**src/rtl/hb_pkg.sv**
```systemverilog
package hb_pkg;

    localparam int NUM_LEGS = 2;

    typedef struct packed {
        logic hi;
        logic lo;
    } hb_pair_t;

    typedef enum logic [1:0] {
        DT_IDLE  = 2'd0,
        DT_COUNT = 2'd1,
        DT_ON    = 2'd2
    } dt_state_e;

    // Low side wins; disable removes both requests.
    function automatic hb_pair_t hb_resolve(hb_pair_t cmd, logic dis);
        hb_pair_t r;
        r.lo = cmd.lo & ~dis;
        r.hi = cmd.hi & ~cmd.lo & ~dis;
        return r;
    endfunction

endpackage

```
**src/rtl/hb_sync.sv**
```systemverilog
module hb_sync #(
    parameter int       W       = 5,
    parameter logic     RST_VAL = 1'b1
) (
    input  logic         clk,
    input  logic         rst,
    input  logic [W-1:0] d_i,
    output logic [W-1:0] q_o
);
    logic [W-1:0] stage1_q;
    logic [W-1:0] stage2_q;

    always_ff @(posedge clk) begin
        if (rst) begin
            stage1_q <= {W{RST_VAL}};
            stage2_q <= {W{RST_VAL}};
        end else begin
            stage1_q <= d_i;
            stage2_q <= stage1_q;
        end
    end

    assign q_o = stage2_q;
endmodule

```
**src/rtl/hb_deadtime.sv**
```systemverilog
module hb_deadtime
    import hb_pkg::*;
#(
    parameter int DT_W = 8
) (
    input  logic            clk,
    input  logic            rst,
    input  logic            req_i,
    input  logic            block_i,
    input  logic [DT_W-1:0] dead_i,
    output logic            on_o
);
    dt_state_e       st_q;
    logic [DT_W-1:0] cnt_q;
    logic            on_q;

    always_ff @(posedge clk) begin
        if (rst) begin
            st_q  <= DT_IDLE;
            cnt_q <= '0;
            on_q  <= 1'b0;
        end else begin
            case (st_q)
                DT_IDLE: begin
                    on_q <= 1'b0;
                    if (req_i) begin
                        st_q  <= DT_COUNT;
                        cnt_q <= dead_i;
                    end
                end
                DT_COUNT: begin
                    if (!req_i) begin
                        st_q  <= DT_IDLE;
                        on_q  <= 1'b0;
                    end else if (cnt_q != '0) begin
                        cnt_q <= cnt_q - 1'b1;
                    end else if (!block_i) begin
                        st_q <= DT_ON;
                        on_q <= 1'b1;
                    end
                end
                DT_ON: begin
                    if (!req_i) begin
                        st_q <= DT_IDLE;
                        on_q <= 1'b0;
                    end
                end
                default: begin
                    st_q <= DT_IDLE;
                    on_q <= 1'b0;
                end
            endcase
        end
    end

    assign on_o = on_q;
endmodule

```
**src/rtl/hb_leg.sv**
```systemverilog
module hb_leg
    import hb_pkg::*;
#(
    parameter int DT_W = 8
) (
    input  logic            clk,
    input  logic            rst,
    input  hb_pair_t        cmd_i,
    input  logic            dis_i,
    input  logic [DT_W-1:0] dead_i,
    output hb_pair_t        req_o,
    output hb_pair_t        gate_o
);
    hb_pair_t req;
    logic     hi_on;
    logic     lo_on;

    assign req   = hb_resolve(cmd_i, dis_i);
    assign req_o = req;

    hb_deadtime #(.DT_W(DT_W)) u_hi (
        .clk(clk), .rst(rst), .req_i(req.hi), .block_i(lo_on),
        .dead_i(dead_i), .on_o(hi_on)
    );

    hb_deadtime #(.DT_W(DT_W)) u_lo (
        .clk(clk), .rst(rst), .req_i(req.lo), .block_i(hi_on),
        .dead_i(dead_i), .on_o(lo_on)
    );

    assign gate_o.hi = hi_on;
    assign gate_o.lo = lo_on;
endmodule

```
**src/rtl/hb_gate_ctrl.sv**
```systemverilog
module hb_gate_ctrl
    import hb_pkg::*;
#(
    parameter int         DT_W      = 8,
    parameter logic [1:0] HI_WIRED  = 2'b11,
    parameter logic [1:0] LO_WIRED  = 2'b11,
    parameter logic       DIS_WIRED = 1'b1
) (
    input  logic            clk,
    input  logic            rst,
    input  logic            dis_i,
    input  logic            a_hi_i,
    input  logic            a_lo_i,
    input  logic            b_hi_i,
    input  logic            b_lo_i,
    input  logic [DT_W-1:0] dead_cycles_i,
    output logic            a_hi_o,
    output logic            a_lo_o,
    output logic            b_hi_o,
    output logic            b_lo_o
);
    localparam int SYNC_W = 2 * NUM_LEGS + 1;

    logic [NUM_LEGS-1:0] pin_hi;
    logic [NUM_LEGS-1:0] pin_lo;
    logic [NUM_LEGS-1:0] raw_hi;
    logic [NUM_LEGS-1:0] raw_lo;
    logic                raw_dis;
    logic [SYNC_W-1:0]   sync_q;
    logic [NUM_LEGS-1:0] hi_s;
    logic [NUM_LEGS-1:0] lo_s;
    logic                dis_s;
    logic [NUM_LEGS-1:0] req_hi;
    logic [NUM_LEGS-1:0] req_lo;
    logic [NUM_LEGS-1:0] gate_hi;
    logic [NUM_LEGS-1:0] gate_lo;

    assign pin_hi = {b_hi_i, a_hi_i};
    assign pin_lo = {b_lo_i, a_lo_i};

    genvar gi;
    generate
        for (gi = 0; gi < NUM_LEGS; gi++) begin : g_tie
            if (HI_WIRED[gi]) begin : g_hi_w
                assign raw_hi[gi] = pin_hi[gi];
            end else begin : g_hi_t
                assign raw_hi[gi] = 1'b1;
            end
            if (LO_WIRED[gi]) begin : g_lo_w
                assign raw_lo[gi] = pin_lo[gi];
            end else begin : g_lo_t
                assign raw_lo[gi] = 1'b1;
            end
        end
        if (DIS_WIRED) begin : g_dis_w
            assign raw_dis = dis_i;
        end else begin : g_dis_t
            assign raw_dis = 1'b1;
        end
    endgenerate

    hb_sync #(.W(SYNC_W), .RST_VAL(1'b1)) u_sync (
        .clk(clk), .rst(rst),
        .d_i({raw_dis, raw_hi, raw_lo}),
        .q_o(sync_q)
    );

    assign dis_s = sync_q[SYNC_W-1];
    assign hi_s  = sync_q[2*NUM_LEGS-1:NUM_LEGS];
    assign lo_s  = sync_q[NUM_LEGS-1:0];

    generate
        for (gi = 0; gi < NUM_LEGS; gi++) begin : g_leg
            hb_pair_t cmd;
            hb_pair_t req;
            hb_pair_t gate;
            assign cmd.hi = hi_s[gi];
            assign cmd.lo = lo_s[gi];
            hb_leg #(.DT_W(DT_W)) u_leg (
                .clk(clk), .rst(rst), .cmd_i(cmd), .dis_i(dis_s),
                .dead_i(dead_cycles_i), .req_o(req), .gate_o(gate)
            );
            assign req_hi[gi]  = req.hi;
            assign req_lo[gi]  = req.lo;
            assign gate_hi[gi] = gate.hi;
            assign gate_lo[gi] = gate.lo;
        end
    endgenerate

    assign a_hi_o = gate_hi[0];
    assign a_lo_o = gate_lo[0];
    assign b_hi_o = gate_hi[1];
    assign b_lo_o = gate_lo[1];
endmodule

```
**config.mk**
```make
export PLATFORM = sky130hd
export DESIGN_NAME = hb_gate_ctrl
export DESIGN_NICKNAME = d
export VERILOG_FILES = /design/src/rtl/hb_pkg.sv /design/src/rtl/hb_sync.sv /design/src/rtl/hb_deadtime.sv /design/src/rtl/hb_leg.sv /design/src/rtl/hb_gate_ctrl.sv
export SDC_FILE = /design/constraint.sdc
export NUM_CORES = 1
export LEC_CHECK = 0
export ABC_AREA = 1
export BUFFER_PORTS_ARGS = -buffer_cell sky130_fd_sc_hd__buf_2
export CAP_MARGIN = 20
export CORE_ASPECT_RATIO = 0.7
export CORE_MARGIN = 2
export CORE_UTILIZATION = 60
export DETAILED_ROUTE_END_ITERATION = 10
export PLACE_DENSITY = 0.79
export SYNTH_ARGS = -nofsm -noshare
export SYNTH_HDL_FRONTEND = slang
export SYNTH_SLANG_ARGS = --single-unit
export TNS_END_PERCENT = 20
```
**constraint.sdc**
```tcl
create_clock -name clk -period 1.9 [get_ports clk]
set_clock_uncertainty 0.1 [all_clocks]
set_input_delay 0.19 -clock clk [delete_from_list [all_inputs] [get_ports clk]]
set_output_delay 0.19 -clock clk [all_outputs]
set_load 0.05 [all_outputs]
```
==> reports/metrics.cfg <==
[layout]
instances_no_fill = 553
fill_cells = 430
diodes = 0
multi_input_area_um2 = 1639
seq_area_um2 = 1081
drive_above_1_share_pct = 15.70
final_util_pct = 68.63
syn2layout_area_growth_pct = 9.361
layout.nets = 506

[global_route]
grt_pass1_wl_um = 11660
grt_start_max_net_pins = 26
use_met1_pct = 39.56
grt_overflow_total = 0
use_met2_pct = 38.34
grt-busiest-layer = met1
grt_pass1_vias = 2572
antenna_found_initial = 0
track_usage_pct = 26.20
met3_usage_pct = 4.587

[yosys]
synth_ff_type = dfxtp_1
syn_inst = 459
synth_area_per_cell_um2 = 6.610
yosysSeqAreaShare_pct = 35.63
syn-num-nets = 482
synthArstFlopShare_pct = 0
netlist-cell-type-count = 30
ys_warn_count = 0
synth_edf_count = 0
syn_area_um2 = 3034
synth_seq_cells = 54

[timing]
hold_violations = 0
fin_setup_tns_ns = 0
maxSlewViolCount = 0
max_clock_freq_mhz = 620.4
finalSetupViolCount = 0
finalCriticalPeriod_ns = 1.612
relSlewSlack_pct = 76.10
worst_slack_ns = 0.2880
worst_pin_slew_ns = 0.3565
period_share_pct = 84.84
rsz0062_at_grt = false

[clock_network]
clock_latency_ns = 0.30
clk_path_buf_depth = 2
h-tree-depth = 2
clk_pin_slew_ns = 0.10
cts_tree = yes
cts-root-buf = clkbuf_8
cts_buffers = 5
cts_sinks = 54
post_cts_buffers = 0

[route]
vias = 2865
drtIter0Drc = 143
dr.pass1.iters = 5
drc = 0
wl_per_cell_um = 12.41
detail-route-antenna-nets = 0
viasPerCell = 5.181
routed_wl_um = 6863

[worst_setup_path]
rr_endpoint = g_leg[0].u_leg.u_hi.cnt_q[7]
start_kind = flip-flop
critical_path.max_stage_delay_ns = 0.33
end_kind = flip-flop
path_cells = inv_1 -> ha_1 -> nand3_1 -> nor2_1 -> nand2_1 -> nand3_2 -> nor2_1 -> nand2_1 -> a21oi_2
worst-path-max-fanout = 16
r2r_slack_ns = 0.29
r2r_cells = 9
cp.required_ns = 2.05
cp-startpoint = g_leg[0].u_leg.u_hi.cnt_q[0]
endpoint = g_leg[0].u_leg.u_hi.cnt_q[7]
r2r_start = g_leg[0].u_leg.u_hi.cnt_q[0]
cp_slowest_cell = dfxtp_1
path_class = flip-flop to flip-flop
crit_arrival_ns = 1.76

[place]
pre_cts_slack_ns = 0.3207
port_buffers = 18
place_inst = 540
dp_hpwl_um = 5011
gp_congestion = 0.8811

[floorplanning]
die_width_um = 89.00
floorplan.rows = 21
dieHeight_um = 63.50
initial_utilization_pct = 62.76
dieArea_um2 = 5651
ioPinCount = 19
core_region_area_um2 = 4835

[job]
max_cap_violations = 0

[power]
p_leak_nw = 1.501
power.density_nw_per_um2 = 643.7
irDropWorstVdd_mv = 0.4612

[run_status]
status = complete, no violations

[hold_path]
holdCritPathClass = input pin to flip-flop

-- registers in the layout, summed over array words and instances, names as in the netlist --
signal,count
g_leg.u_leg.u_hi.st_q,4
g_leg.u_leg.u_lo.on_o,2
g_leg.u_leg.u_lo.st_q,4
g_leg.u_leg.u_hi.cnt_q,16
g_leg.u_leg.u_hi.on_o,2
g_leg.u_leg.u_lo.cnt_q,16
u_sync.q_o,5
u_sync.stage1_q,5
-- what timing repair did --
action,4_1_cts,5_1_grt
hold buffers,5,0
endpoints found under the setup margin,0,0
gates resized for setup,0,0
endpoints found under the hold margin,5,0
-- logic make-up after synthesis --
family	after synthesis	synth area share (%)
fa+ha+maj	8	3.299
xor+xnor	1	0.2887
simple gates	223	34.43
compound gates	95	16.00
buf+inv	78	10.35
flops	54	35.63
-- routing by layer --
| metal | part of all wire (%) | wire length (µm) | vias up |
|---|---|---|---|
| met1 | 52 | 3587 | 1261 |
| met3 | 5.4 | 371 | 10 |
| li1 | - | - | 1523 |
| met4 | 1.4 | 95 | 0 |
| met2 | 41 | 2809 | 71 |
| met5 | 0 | 0 | - |
-- Yosys cell counts (7+ instances only) --
cell	number	area share (%)
a21oi_1	34	5.6
nand2_2	7	1.4
o21ai_0	40	6.6
nor3_1	8	1.3
inv_1	55	6.8
nor2_1	55	6.8
o21ai_1	18	3.0
nand3_1	39	6.4
or2_2	10	2.1
dfxtp_1	54	36
ha_1	8	3.3
nand2_1	82	10
inv_2	14	1.7
-- final cells by class --
type,count,area share (%)
Clock inverter,1,0.1508
Timing Repair Buffer,25,4.676
Tap cell,69,2.602
Sequential cell,54,32.58
Inverter,70,7.994
Clock buffer,7,2.602
Multi-Input combinational cell,327,49.40
-- where the power goes --
| group | switching [mW] | internal, mW | leakage (nW) |
|---|---|---|---|
| Sequential | 0.0219 | 1.16 | 0.439 |
| Clock | 0.381 | 0.296 | 0.0482 |
| Combinational | 0.174 | 0.101 | 1.01 |
-- per-stage QoR --
step | hold WS [ns] | power [mW] | cell area, µm²
final | 0.08319 | 2.136 | 3318
after floorplan | 0.1938 | 1.402 | 3034
after detailed placement | 0.2735 | 1.473 | 3177
after global routing | 0.1074 | 2.230 | 3318
after global placement | 0.2721 | 1.468 | 3177
after CTS | 0.07624 | 2.137 | 3318
-- worst max-delay path, delay by kind of cell (launching register included) --
family / cells / cell delay (ns)
DFF: 1 / 0.33
adders and majority gates: 1 / 0.20
AOI/OAI and AO/OA: 1 / 0.10
and+or+nand+nor: 6 / 0.73
buffers and inverters: 1 / 0.09
-- how the worst min path moves through the flow --
| stage | start | to | slack (ns) | cells after the start |
|---|---|---|---|---|
| after floorplan | a_lo_i | u_sync.stage1_q[0] | 0.19 | 1 |
| after global placement | b_lo_i | u_sync.stage1_q[1] | 0.27 | 2 |
| after detailed placement | b_lo_i | u_sync.stage1_q[1] | 0.27 | 2 |
| after CTS | dead_cycles_i[5] | g_leg[1].u_leg.u_lo.cnt_q[5] | 0.08 | 3 |
| after global routing | dead_cycles_i[5] | g_leg[1].u_leg.u_lo.cnt_q[5] | 0.11 | 3 |
| final | dead_cycles_i[5] | g_leg[1].u_leg.u_lo.cnt_q[5] | 0.08 | 3 |
-- cell usage in the layout, fill, tap and decap left out, types with 2 or more instances in the layout --
cell | synthesis | layout
nand2_4 | 2 | 2
o21ai_0 | 40 | 40
or2_2 | 10 | 10
ha_1 | 8 | 8
dfxtp_1 | 54 | 54
a21oi_1 | 34 | 34
nor2_4 | 3 | 3
clkbuf_8 | 0 | 6
nor2_1 | 55 | 55
nand4_1 | 3 | 3
o21ai_1 | 18 | 18
nand2_1 | 82 | 82
a21oi_2 | 2 | 2
nand3_2 | 2 | 2
nand2_2 | 7 | 7
buf_4 | 1 | 2
nor2_2 | 6 | 6
dlygate4sd3_1 | 0 | 5
or2_1 | 2 | 2
buf_2 | 0 | 18
inv_2 | 14 | 14
nand3_1 | 39 | 39
nor3_1 | 8 | 8
inv_1 | 55 | 55
Power figures use the tool's default switching activity.
